`src/rtl/gpio_bank_pkg.sv`:
```
package gpio_bank_pkg;
  localparam int NATTR   = 7;
  localparam int AT_OWN  = 0;
  localparam int AT_SELB = 1;
  localparam int AT_OE   = 2;
  localparam int AT_DAT  = 3;
  localparam int AT_PU   = 4;
  localparam int AT_MD   = 5;
  localparam int AT_GF   = 6;
  localparam int PINSTAT_WORD = 3 * NATTR;

  // reset value of every bit of attribute k
  function automatic logic attr_rst_bit(int k);
    return (k == AT_OWN) || (k == AT_PU);
  endfunction

  // next state of an attribute word: clear dominates set
  function automatic logic attr_next(logic q, logic s, logic c);
    return (q | s) & ~c;
  endfunction

  // pad drive for one pin: returns {oe, out}
  function automatic logic [1:0] pad_drive(logic d, logic en, logic md);
    if (md) return {en & ~d, 1'b0};
    return {en, d};
  endfunction
endpackage

```
`src/rtl/gpio_bank_attr.sv`:
```
module gpio_bank_attr #(
  parameter int   W   = 32,
  parameter logic RST = 1'b0
) (
  input  logic         clk,
  input  logic         rst_n,
  input  logic [W-1:0] set_m,
  input  logic [W-1:0] clr_m,
  output logic [W-1:0] q
);
  import gpio_bank_pkg::*;

  logic [W-1:0] q_nxt;
  always_comb
    for (int i = 0; i < W; i++) q_nxt[i] = attr_next(q[i], set_m[i], clr_m[i]);

  always_ff @(posedge clk or negedge rst_n)
    if (!rst_n) q <= {W{RST}};
    else        q <= q_nxt;

  p_set_takes_r2: assert property (@(posedge clk) disable iff (!rst_n)
    1'b1 |=> ((q & $past(set_m & ~clr_m)) == $past(set_m & ~clr_m)));
  p_clr_takes_r2: assert property (@(posedge clk) disable iff (!rst_n)
    1'b1 |=> ((q & $past(clr_m)) == '0));
  p_zero_bits_hold_r2: assert property (@(posedge clk) disable iff (!rst_n)
    1'b1 |=> (((q ^ $past(q)) & ~$past(set_m | clr_m)) == '0));
endmodule

```
`src/rtl/gpio_bank_decode.sv`:
```
module gpio_bank_decode
  import gpio_bank_pkg::*;
#(
  parameter int NPINS = 32,
  parameter int AW    = 5
) (
  input  logic                        wr,
  input  logic [AW-1:0]               addr,
  input  logic [NPINS-1:0]            wdata,
  input  logic [NATTR-1:0][NPINS-1:0] attr_q,
  input  logic [NPINS-1:0]            pin_stat,
  output logic [NATTR-1:0][NPINS-1:0] set_m,
  output logic [NATTR-1:0][NPINS-1:0] clr_m,
  output logic [NPINS-1:0]            rdata
);
  for (genvar k = 0; k < NATTR; k++) begin : g_strobe
    assign set_m[k] = (wr && int'(addr) == 3 * k)     ? wdata : '0;
    assign clr_m[k] = (wr && int'(addr) == 3 * k + 1) ? wdata : '0;
  end

  always_comb begin
    rdata = '0;
    for (int k = 0; k < NATTR; k++)
      if (int'(addr) == 3 * k + 2) rdata = attr_q[k];
    if (int'(addr) == PINSTAT_WORD) rdata = pin_stat;
  end
endmodule

```
`src/rtl/gpio_bank_infilt.sv`:
```
module gpio_bank_infilt #(
  parameter int NPINS = 32
) (
  input  logic             clk,
  input  logic             rst_n,
  input  logic [NPINS-1:0] pad_in,
  input  logic [NPINS-1:0] gf_en,
  output logic [NPINS-1:0] pin_stat
);
  logic [NPINS-1:0] sync1, sync2, prev, filt;

  for (genvar i = 0; i < NPINS; i++) begin : g_pin
    always_ff @(posedge clk or negedge rst_n)
      if (!rst_n) begin
        sync1[i] <= 1'b0;
        sync2[i] <= 1'b0;
        prev[i]  <= 1'b0;
        filt[i]  <= 1'b0;
      end else begin
        sync1[i] <= pad_in[i];
        sync2[i] <= sync1[i];
        prev[i]  <= sync2[i];
        if (sync2[i] == prev[i]) filt[i] <= sync2[i];
      end
    assign pin_stat[i] = gf_en[i] ? filt[i] : sync2[i];
  end

  // a filtered level may only change to a value seen on two samples in a row
  p_filter_stable_r9: assert property (@(posedge clk) disable iff (!rst_n)
    1'b1 |-> (((filt ^ $past(filt)) & (filt ^ prev)) == '0));
endmodule

```
`src/rtl/gpio_mux_bank.sv`:
```
module gpio_mux_bank
  import gpio_bank_pkg::*;
#(
  parameter int NPINS = 32,
  parameter int AW    = 5
) (
  input  logic             clk,
  input  logic             rst_n,
  input  logic             bus_wr,
  input  logic [AW-1:0]    bus_addr,
  input  logic [NPINS-1:0] bus_wdata,
  output logic [NPINS-1:0] bus_rdata,
  input  logic [NPINS-1:0] pad_in,
  output logic [NPINS-1:0] pad_out,
  output logic [NPINS-1:0] pad_oe,
  output logic [NPINS-1:0] pad_pu,
  input  logic [NPINS-1:0] per_a_out,
  input  logic [NPINS-1:0] per_a_oe,
  input  logic [NPINS-1:0] per_b_out,
  input  logic [NPINS-1:0] per_b_oe
);
  logic [NATTR-1:0][NPINS-1:0] attr_q, set_m, clr_m;
  logic [NPINS-1:0]            pin_stat;

  gpio_bank_decode #(.NPINS(NPINS), .AW(AW)) u_dec (
    .wr(bus_wr), .addr(bus_addr), .wdata(bus_wdata), .attr_q(attr_q),
    .pin_stat(pin_stat), .set_m(set_m), .clr_m(clr_m), .rdata(bus_rdata));

  for (genvar k = 0; k < NATTR; k++) begin : g_attr
    gpio_bank_attr #(.W(NPINS), .RST(attr_rst_bit(k))) u_reg (
      .clk(clk), .rst_n(rst_n), .set_m(set_m[k]), .clr_m(clr_m[k]), .q(attr_q[k]));
  end

  gpio_bank_infilt #(.NPINS(NPINS)) u_filt (
    .clk(clk), .rst_n(rst_n), .pad_in(pad_in), .gf_en(attr_q[AT_GF]),
    .pin_stat(pin_stat));

  // named per-pin source selection, then drive shaping
  logic [NPINS-1:0] src_d, src_en;
  for (genvar i = 0; i < NPINS; i++) begin : g_pad
    always_comb begin
      if (attr_q[AT_OWN][i])       begin src_d[i] = attr_q[AT_DAT][i]; src_en[i] = attr_q[AT_OE][i]; end
      else if (attr_q[AT_SELB][i]) begin src_d[i] = per_b_out[i];      src_en[i] = per_b_oe[i];      end
      else                         begin src_d[i] = per_a_out[i];      src_en[i] = per_a_oe[i];      end
    end
    assign {pad_oe[i], pad_out[i]} = pad_drive(src_d[i], src_en[i], attr_q[AT_MD][i]);
  end

  assign pad_pu = attr_q[AT_PU];

  p_gpio_route_r3: assert property (@(posedge clk) disable iff (!rst_n)
    1'b1 |-> ((attr_q[AT_OWN] & ~attr_q[AT_MD] & (pad_oe ^ attr_q[AT_OE])) == '0));
  p_periph_a_route_r4: assert property (@(posedge clk) disable iff (!rst_n)
    1'b1 |-> ((~attr_q[AT_OWN] & ~attr_q[AT_SELB] & ~attr_q[AT_MD] & (pad_oe ^ per_a_oe)) == '0));
  p_periph_b_route_r4: assert property (@(posedge clk) disable iff (!rst_n)
    1'b1 |-> ((~attr_q[AT_OWN] & attr_q[AT_SELB] & ~attr_q[AT_MD] & (pad_out ^ per_b_out)) == '0));
  p_open_drain_low_r6: assert property (@(posedge clk) disable iff (!rst_n)
    1'b1 |-> ((attr_q[AT_MD] & pad_out) == '0));
endmodule

```
`config.mk`:
```
export PLATFORM = sky130hd
export DESIGN_NAME = gpio_mux_bank
export DESIGN_NICKNAME = d
export VERILOG_FILES = /design/src/rtl/gpio_bank_pkg.sv /design/src/rtl/gpio_bank_attr.sv /design/src/rtl/gpio_bank_decode.sv /design/src/rtl/gpio_bank_infilt.sv /design/src/rtl/gpio_mux_bank.sv
export SDC_FILE = /design/constraint.sdc
export NUM_CORES = 1
export LEC_CHECK = 0
export BUFFER_PORTS_ARGS = -buffer_cell sky130_fd_sc_hd__clkbuf_2
export CORE_MARGIN = 1
export CORE_UTILIZATION = 52
export DETAILED_ROUTE_END_ITERATION = 10
export PLACE_DENSITY_LB_ADDON = 0.08
export SLEW_MARGIN = 20
export SYNTH_ARGS = -nofsm -noshare
export SYNTH_HDL_FRONTEND = slang
export SYNTH_HIERARCHICAL = 1
export SYNTH_SLANG_ARGS = --single-unit
export TNS_END_PERCENT = 5
```
`constraint.sdc`:
```
create_clock -name clk -period 1.75 [get_ports clk]
set_clock_uncertainty 0.1 [all_clocks]
set_input_delay 0.35 -clock clk [delete_from_list [all_inputs] [get_ports clk]]
set_output_delay 0.35 -clock clk [all_outputs]
set_load 0.05 [all_outputs]
```
==> results.yml, run 1 <==
run_status:
  status: "finished, violations left"
  violations: "setup timing"
sta:
  tightest_slew_ns: 0.450
  slew_viol_final: 0
  fin_crit_ns: 2.43
  final.period_utilization_pct: 139
  finalSetupViolCount: 113
  timing_hold_violations_final: 0
  max_freq_ghz: 0.411
  rsz0062_at_grt: "true"
  worst_slack_ns: -0.682
  fin_tns_setup_ns: -46.43
  slew_headroom_pct: 70.0
power:
  ir_drop_uv: 963
  p_per_area_nw_per_um2: 1040
  p_leak_nw: 13.0
  fin_total_pwr_mw: 29.9
layout:
  final_util_pct: 75.6
  layout.nets: 2650
  final_common_cell: "and2_1"
  area_growth_pct: 42.5
  most-common-layout-cells: "and2_1 (448), dfrtp_1 (267), o21ba_1 (224)"
  layout-drive-gt1-share_pct: 42.6
global_routing:
  grtUsageTotal_pct: 34.5
  grt_pass1_wl_um: 102000
  grt_pass1_vias: 17600
  grt_overflow: 0
  grt_max_degree: 65
  antenna_found_initial: 3
drt:
  num_vias: 17500
  wl_per_cell_um: 23.1
  drt_iter0_markers: 1068
  dr.pass1.iters: 7
  wl_um: 69000
  drcViolationCount: 0
  via_per_inst: 5.86
  antenna_left: 0
logic_synthesis:
  synth_ff_type: "dfrtp_1"
  synth_edf_count: 0
  synth_warnings: 6
  postSynthCellCount: 1944
  ys_seq_area_share_pct: 44.3
  ys_seq_elements: 352
  synth_area_sq_um: 20100
  postSynthAreaPerCell_sq_um: 10.3
  syn-num-nets: 2144
  synth.distinct_cells: 47
  async_flop_share_pct: 100
clock_network:
  numCtsBuffers: 40
  cts_tree: "done"
  root_buffer: "clkbuf_16"
  clock_path_buffers: 3
  htreeDepth: 2
  clock_latency_ns: 0.56
  cts_sinks: 352
  clk_pin_slew_worst_paths_ns: 0.06
die:
  placementRows: 71
  die_area_sq_um: 39400
  coreArea_sq_um: 37800
  die_x_um: 199
  die_y_um: 199
  io_pins: 328
  initial_core_util_pct: 53.1
worst_setup_path:
  crit_fanout: 5
  worst_ep_required_time_ns: 1.30
  cp-end-kind: "primary output"
  start_kind: "input pin"
  path_class: "in -> out"
  arrival_ns: 1.98
placed_design:
  hpwl_um: 45400
  io_buffer_count: 327
  routabilityCongestion: 0.887
hold_path:
  hp-class: "in -> async"
flow_run:
  maxCapViolCount: 0
-- cell usage after synthesis, types with 45 or more instances --
master / count / share of area, %
o21ai_0: 45 / 1.1
a211oi_2: 45 / 2.8
inv_1: 63 / 1.2
o21ba_1: 224 / 11
dfstp_2: 64 / 8.4
clkbuf_1: 93 / 1.7
nor2_1: 107 / 2.0
o22ai_1: 50 / 1.6
a21oi_1: 82 / 2.0
and2_1: 448 / 14
dfrtp_1: 288 / 36
-- power breakdown --
| part | switching (mW) | internal (mW) |
|---|---|---|
| sequential | 1.50 | 9.59 |
| combinational | 5.19 | 4.66 |
| clock | 3.45 | 5.49 |
-- logic make-up after synthesis --
| family | share of synthesized area, % |
|---|---|
| compound gates | 23.2 |
| xor+xnor | 0.0436 |
| fa+ha+maj | 1.79 |
| buf+inv | 4.28 |
| flops | 44.3 |
| mux | 4.04 |
| simple gates | 22.3 |
-- sequential cells by signal, summed over array words and instances (netlist names) --
| name | cells |
|---|---|
| u_filt/sync1 | 32 |
| u_filt/prev | 32 |
| g_attr.u_reg/q | 224 |
| u_filt/filt | 32 |
| u_filt/sync2 | 32 |
-- metrics by stage --
stage	cell area (sq um)	std cells	setup slack, ns	hold WS, ns
finish	28600	2993	-0.682	0.152
global route	28600	2991	-0.734	0.168
CTS	27900	2969	-0.677	0.136
detailed placement	24500	2851	-0.819	0.136
global placement	24500	2851	-0.795	0.136
floorplan	20300	1944	-0.556	-0.0456
-- final cells by class --
| cell class | count | area (sq um) |
|---|---|---|
| Timing Repair Buffer | 600 | 6130 |
| Inverter | 63 | 236 |
| Clock inverter | 20 | 253 |
| Multi-Input combinational cell | 1393 | 11300 |
| Sequential cell | 352 | 8910 |
| Clock buffer | 51 | 1140 |
| Antenna cell | 3 | 7.51 |
| Fill cell | 2522 | 9240 |
| Tap cell | 511 | 639 |
-- what timing repair did --
| action | in CTS | in global routing |
|---|---|---|
| cloned | 3 | 3 |
| endpoints found under the hold margin | 251 | 0 |
| setup buffers | 11 | 19 |
| pin swaps | 86 | 44 |
| setup endpoints to repair | 130 | 177 |
| resized for setup | 363 | 176 |
| hold buffers | 33 | 0 |
-- routing by layer --
metal | GRT usage (%) | vias up | part of all wire [%]
met5 | 0 | - | 0
met4 | 14.9 | 0 | 3.8
met3 | 6.60 | 204 | 7.5
met2 | 57.6 | 766 | 48
met1 | 43.7 | 8784 | 40
li1 | - | 7791 | -
-- critical path: stages --
cell and delay [ns]:
buf_6 0.12, buf_8 0.13, clkbuf_2 0.15, or3b_2 0.47, a211oi_1 0.24, o22ai_1 0.12
a32oi_2 0.22, buf_12 0.18
-- worst paths after layout --
kind	slack [ns]	startpoint	cells past startpoint	to
hold reg to reg	0.25	u_filt/sync1[1]	0	u_filt/sync2[1]
setup reg to reg	0.70	g_attr[0].u_reg/q[24]	3	g_attr[0].u_reg/q[24]
hold / removal	0.15	rst_n	2	u_filt/sync1[31]
setup / recovery	-0.68	bus_addr[0]	8	bus_rdata[18]
min in group clk	0.16	bus_wdata[23]	3	g_attr[4].u_reg/q[23]
max in group asynchronous	0.65	rst_n	4	g_attr[0].u_reg/q[12]
Note: power is estimated with default switching activity, not from simulation.
==> inputs of run 2 (changes only) <==
--- a/config.mk
+++ b/config.mk
@@ -6,8 +6,10 @@
 export NUM_CORES = 1
 export LEC_CHECK = 0
 export BUFFER_PORTS_ARGS = -buffer_cell sky130_fd_sc_hd__clkbuf_2
+export CELL_PAD_IN_SITES_DETAIL_PLACEMENT = 1
+export CELL_PAD_IN_SITES_GLOBAL_PLACEMENT = 1
 export CORE_MARGIN = 1
-export CORE_UTILIZATION = 52
+export CORE_UTILIZATION = 40
 export DETAILED_ROUTE_END_ITERATION = 10
 export PLACE_DENSITY_LB_ADDON = 0.08
 export SLEW_MARGIN = 20
==> results.yml, run 2 (synthesis results as in run 1) <==
run_status:
  status: "finished, violations left"
  violations: "setup timing"
worst_setup_path:
  cp-end-kind: "primary output"
  slowest_delay_ns: 0.46
  cp_cell_sequence: "buf_4 -> or3b_4 -> buf_12 -> nor2_1 -> a221oi_1 -> buf_4 -> a21oi_2 -> buf_12"
  start_kind: "input pin"
  arrival_ns: 1.98
  r2r_slack_ns: 0.72
  reg2reg_depth: 2
  crit_fanout: 22
  rr_startpoint: "u_filt/sync2[18]"
  path_class: "in -> out"
  worst_ep_required_time_ns: 1.30
  critPathSlowestCell: "or3b_4"
  reg2reg_to: "u_filt/filt[18]"
die:
  placementRows: 81
  initial_core_util_pct: 40.8
  die_area_sq_um: 51100
  die_y_um: 226
  die_x_um: 226
  io_pins: 328
  coreArea_sq_um: 49300
layout:
  layout.nets: 2650
  area_growth_pct: 41.9
  layout-drive-gt1-share_pct: 40.3
  top_register: "g_attr.u_reg/q"
  final_common_cell: "and2_1"
  largest_reg_flops: 224
  most-common-layout-cells: "and2_1 (448), dfrtp_1 (275), o21ba_1 (224)"
power:
  pwr-share-clk_pct: 31.2
  switchingPower_mw: 10.4
  p_int_mw: 19.9
  fin_total_pwr_mw: 30.3
  p_per_area_nw_per_um2: 1060
  p_leak_nw: 12.9
  combPwrFrac_pct: 32.5
  ir_drop_uv: 789
  swShare_pct: 34.2
  p_seq_share_pct: 36.3
placed_design:
  hpwl_um: 53500
  dpl_worst_slack_ns: -0.788
  io_buffer_count: 327
  routabilityCongestion: 0.859
drt:
  num_vias: 17400
  wl_um: 75900
  drt_iter0_markers: 1080
  wl_per_cell_um: 24.1
  antenna_left: 0
  via_per_inst: 5.52
  dr.pass1.iters: 5
  drcViolationCount: 0
flow_run:
  maxCapViolCount: 0
global_routing:
  grt_overflow: 0
  grtUsageTotal_pct: 30.0
  grt_max_degree: 70
  antenna_found_initial: 6
  grt_pass1_vias: 19100
  grt_pass1_wl_um: 114000
sta:
  fin_crit_ns: 2.43
  max_freq_ghz: 0.411
  final.period_utilization_pct: 139
  finalSetupViolCount: 130
  slew_viol_final: 0
  hold_ws_ns: 0.151
  worst_slack_ns: -0.680
  timing_hold_violations_final: 0
  rsz0062_at_grt: "true"
  slew_headroom_pct: 66.7
  tightest_slew_ns: 0.494
  fin_tns_setup_ns: -50.76
hold_path:
  min_to: "g_attr[0].u_reg/q[12]"
  hp-start: "bus_wdata[12]"
  hold_depth: 3
  hp-class: "in -> reg"
clock_network:
  cts_tree: "done"
  clock_latency_ns: 0.57
  clk_pin_slew_worst_paths_ns: 0.06
  cts_sinks: 352
  numCtsBuffers: 43
  root_buffer: "clkbuf_16"
  htreeDepth: 2
  clock_path_buffers: 3
run 2: cell types whose count changed in the layout (fill, tap and decap cells not counted), moves of 9 or more:
| cell | change |
|---|---|
| nor3_2 | -10 |
| buf_12 | +15 |
| buf_4 | +11 |
| buf_6 | -35 |
| clkbuf_1 | +9 |
| clkbuf_8 | +27 |
| clkbuf_4 | +26 |
| nor3_1 | +11 |
| buf_8 | -38 |
run 2: power by group through the flow:
| stage | Clock, mW | Sequential (mW) | Combinational (mW) |
|---|---|---|---|
| floorplan | 0 | 11.2 | 4.80 |
| global placement | 0 | 11.0 | 8.23 |
| detailed placement | 0 | 11.0 | 8.44 |
| CTS | 9.63 | 11.0 | 9.71 |
| global route | 9.92 | 11.2 | 10.3 |
| finish | 9.44 | 11.0 | 9.82 |
run 2: worst max-delay path, delay by kind of cell:
| family | cells | cell delay, ns |
|---|---|---|
| AO/OA/AOI/OAI | 2 | 0.30 |
| buffers and inverters | 4 | 0.70 |
| AND/OR/NAND/NOR | 2 | 0.61 |
run 2: worst max-delay path by stage:
stage	cells after the start	end	slack (ns)	from
floorplan	7	bus_rdata[11]	-0.56	bus_addr[3]
global placement	7	bus_rdata[27]	-0.75	bus_addr[0]
detailed placement	7	bus_rdata[4]	-0.79	bus_addr[0]
CTS	5	bus_rdata[0]	-0.69	g_attr[0].u_reg/q[0]
global route	5	bus_rdata[17]	-0.75	g_attr[0].u_reg/q[17]
finish	8	bus_rdata[0]	-0.68	bus_addr[1]
run 2: through the flow:
stage,instance area (sq um),instances,utilization [%]
global route,28500,3151,57.8
CTS,28300,3143,57.4
detailed placement,25100,3027,51.0
global placement,25100,3027,51.0
floorplan,20300,1944,-
finish,28500,3152,57.8
run 2: final cells by class:
class	instances	area (sq um)
clock inverter	16	225
sequential	352	8900
antenna	3	7.51
inverter	63	236
clock buffer	64	1270
fill	5226	20800
timing repair buffer	599	5970
tap	664	831
multi-input combinational	1391	11000
run 2: what timing repair did:
item | CTS | global route
hold buffers | 33 | 0
hold endpoints to repair | 235 | 0
gates resized for setup | 301 | 36
pin swaps | 70 | 22
endpoints found under the setup margin | 129 | 160
setup buffers | 3 | 6
cloned | 0 | 0
run 2: routing by layer:
layer	track usage, %	up-vias	part of all wire, %
met5	0	-	0.022
met4	12.7	2	3.7
met3	3.72	171	4.6
met2	51.1	562	49
met1	38.3	8875	43
li1	-	7774	-
==> inputs of run 3 (changes only) <==
--- a/config.mk
+++ b/config.mk
@@ -12,6 +12,7 @@
 export CORE_UTILIZATION = 40
 export DETAILED_ROUTE_END_ITERATION = 10
 export PLACE_DENSITY_LB_ADDON = 0.08
+export REMOVE_ABC_BUFFERS = 1
 export SLEW_MARGIN = 20
 export SYNTH_ARGS = -nofsm -noshare
 export SYNTH_HDL_FRONTEND = slang
==> results.yml, run 3 (synthesis results as in run 1) <==
hold_path:
  min_to: "g_attr[4].u_reg/q[0]"
  hp-class: "in -> reg"
  hold_depth: 3
  hp-start: "bus_wdata[0]"
die:
  coreArea_sq_um: 49300
  die_area_sq_um: 51100
  placementRows: 81
  die_x_um: 226
  io_pins: 328
  initial_core_util_pct: 40.8
  die_y_um: 226
sta:
  hold_ws_ns: 0.163
  slew_viol_final: 0
  max_freq_ghz: 0.403
  slew_headroom_pct: 71.5
  worst_slack_ns: -0.732
  tightest_slew_ns: 0.427
  finalSetupViolCount: 124
  rsz0062_at_grt: "true"
  timing_hold_violations_final: 0
  fin_crit_ns: 2.48
  final.period_utilization_pct: 142
layout:
  top_register: "g_attr.u_reg/q"
  final_common_cell: "and2_1"
  final_util_pct: 57.5
  most-common-layout-cells: "and2_1 (448), dfrtp_1 (270), o21ba_1 (224)"
  layout.nets: 2633
  layout-drive-gt1-share_pct: 40.8
  largest_reg_flops: 224
  fill_cells: 5237
  area_growth_pct: 40.9
worst_setup_path:
  start_kind: "input pin"
  crit_fanout: 7
  cp-end-kind: "primary output"
  reg2reg_depth: 3
  critPathSlowestCell: "a211oi_2"
  cp_top_family: "buffers and inverters"
  r2r_slack_ns: 0.66
  cp_cell_sequence: "buf_6 -> buf_6 -> nor4bb_4 -> buf_4 -> buf_6 -> nand2b_4 -> buf_12 -> o22ai_1 -> a211oi_2 -> buf_12"
  path_class: "in -> out"
  rr_startpoint: "g_attr[0].u_reg/q[0]"
  crit_path_frequent_cell: "buf_6"
  worst_ep_required_time_ns: 1.30
  slowest_delay_ns: 0.38
  arrival_ns: 2.03
  reg2reg_to: "g_attr[0].u_reg/q[0]"
  cp.buffers_inverters: 6
drt:
  wl_um: 76800
  antenna_left: 0
  drt_iter0_markers: 1007
  drcViolationCount: 0
  dr.pass1.iters: 5
  via_per_inst: 5.54
  wl_per_cell_um: 24.5
  num_vias: 17400
run_status:
  status: "finished, violations left"
  violations: "setup timing"
clock_network:
  clk_pin_slew_worst_paths_ns: 0.06
  htreeDepth: 2
  cts_tree: "done"
  clock_latency_ns: 0.58
  numCtsBuffers: 42
  root_buffer: "clkbuf_16"
  cts_sinks: 352
  clock_path_buffers: 3
power:
  p_per_area_nw_per_um2: 1060
  ir_drop_uv: 601
  p_leak_nw: 12.8
  fin_total_pwr_mw: 29.9
placed_design:
  io_buffer_count: 327
  hpwl_um: 51700
  routabilityCongestion: 0.822
global_routing:
  grtUsageTotal_pct: 30.3
  grt_max_degree: 55
  grt_overflow: 0
  grt_pass1_wl_um: 116000
  antenna_found_initial: 2
  grt_pass1_vias: 18800
flow_run:
  maxCapViolCount: 0
==> run 3: cell count changes in the layout (fill, tap and decap cells not counted), moves of 13 or more <==
cell      before  now
clkbuf_8      50   22
buf_6         15   42
clkbuf_4      26    1
buf_8          4   24
nor3_1        28   13
nor3_2        34   48
a21oi_1       44   57
==> run 3: how the worst max path moves through the flow <==
stage	from	end	slack, ns	cells after the start
after detailed placement	bus_addr[0]	bus_rdata[6]	-0.89	10
after global routing	g_attr[0].u_reg/q[4]	bus_rdata[4]	-0.77	5
after global placement	bus_addr[0]	bus_rdata[0]	-0.82	9
final	bus_addr[0]	bus_rdata[3]	-0.73	10
after floorplan	bus_addr[4]	bus_rdata[5]	-1.67	4
after CTS	g_attr[2].u_reg/q[29]	bus_rdata[29]	-0.75	7
==> run 3: area by class of cell <==
| cell class | count | area [sq um] | share of cell area, % |
|---|---|---|---|
| clock inverter | 13 | 125 | 0.442 |
| tap | 664 | 831 | 2.94 |
| clock buffer | 64 | 1240 | 4.40 |
| multi-input combinational | 1391 | 11000 | 38.8 |
| sequential | 352 | 8910 | 31.5 |
| antenna | 3 | 7.51 | 0.0265 |
| timing repair buffer | 583 | 5970 | 21.1 |
| inverter | 63 | 241 | 0.853 |
==> run 3: layer usage <==
layer  wire length, um  vias to the layer above  track usage (%)
met5                 0                        -                0
met1             33400                     9011             39.9
met2             37400                      464             51.2
met4              2310                        0             9.63
li1                  -                     7759                -
met3              3570                      138             4.18
==> run 3: repair_timing <==
action	4_1_cts	5_1_grt
gates resized for setup	328	139
pin swaps	63	23
endpoints found under the hold margin	245	0
hold buffers	33	0
endpoints found under the setup margin	128	153
gates cloned	1	1
buffers inserted	3	7
==> run 3: power by group <==
group	switching [mW]	leakage [nW]	internal [mW]	total, mW
clock network	3.64	0.677	5.20	8.84
logic	5.30	7.92	4.67	9.96
registers	1.50	4.18	9.59	11.1
total	10.4	12.8	19.5	29.9
==> run 3: metrics by stage <==
stage	setup WS, ns	setup TNS (ns)	cells	cell area (sq um)
final	-0.732	-49.24	3133	28300
after global routing	-0.772	-55.73	3130	28300
after CTS	-0.750	-52.67	3123	27900
after detailed placement	-0.887	-119.17	3009	24700
after global placement	-0.824	-111.23	3009	24700
after floorplan	-1.67	-109.76	1806	19500
==> run 3: worst min-delay path: cells and delay by family <==
| family | cells | cell delay, ns |
|---|---|---|
| simple gates | 1 | 0.15 |
| buf+inv | 1 | 0.20 |
| compound gates | 1 | 0.13 |
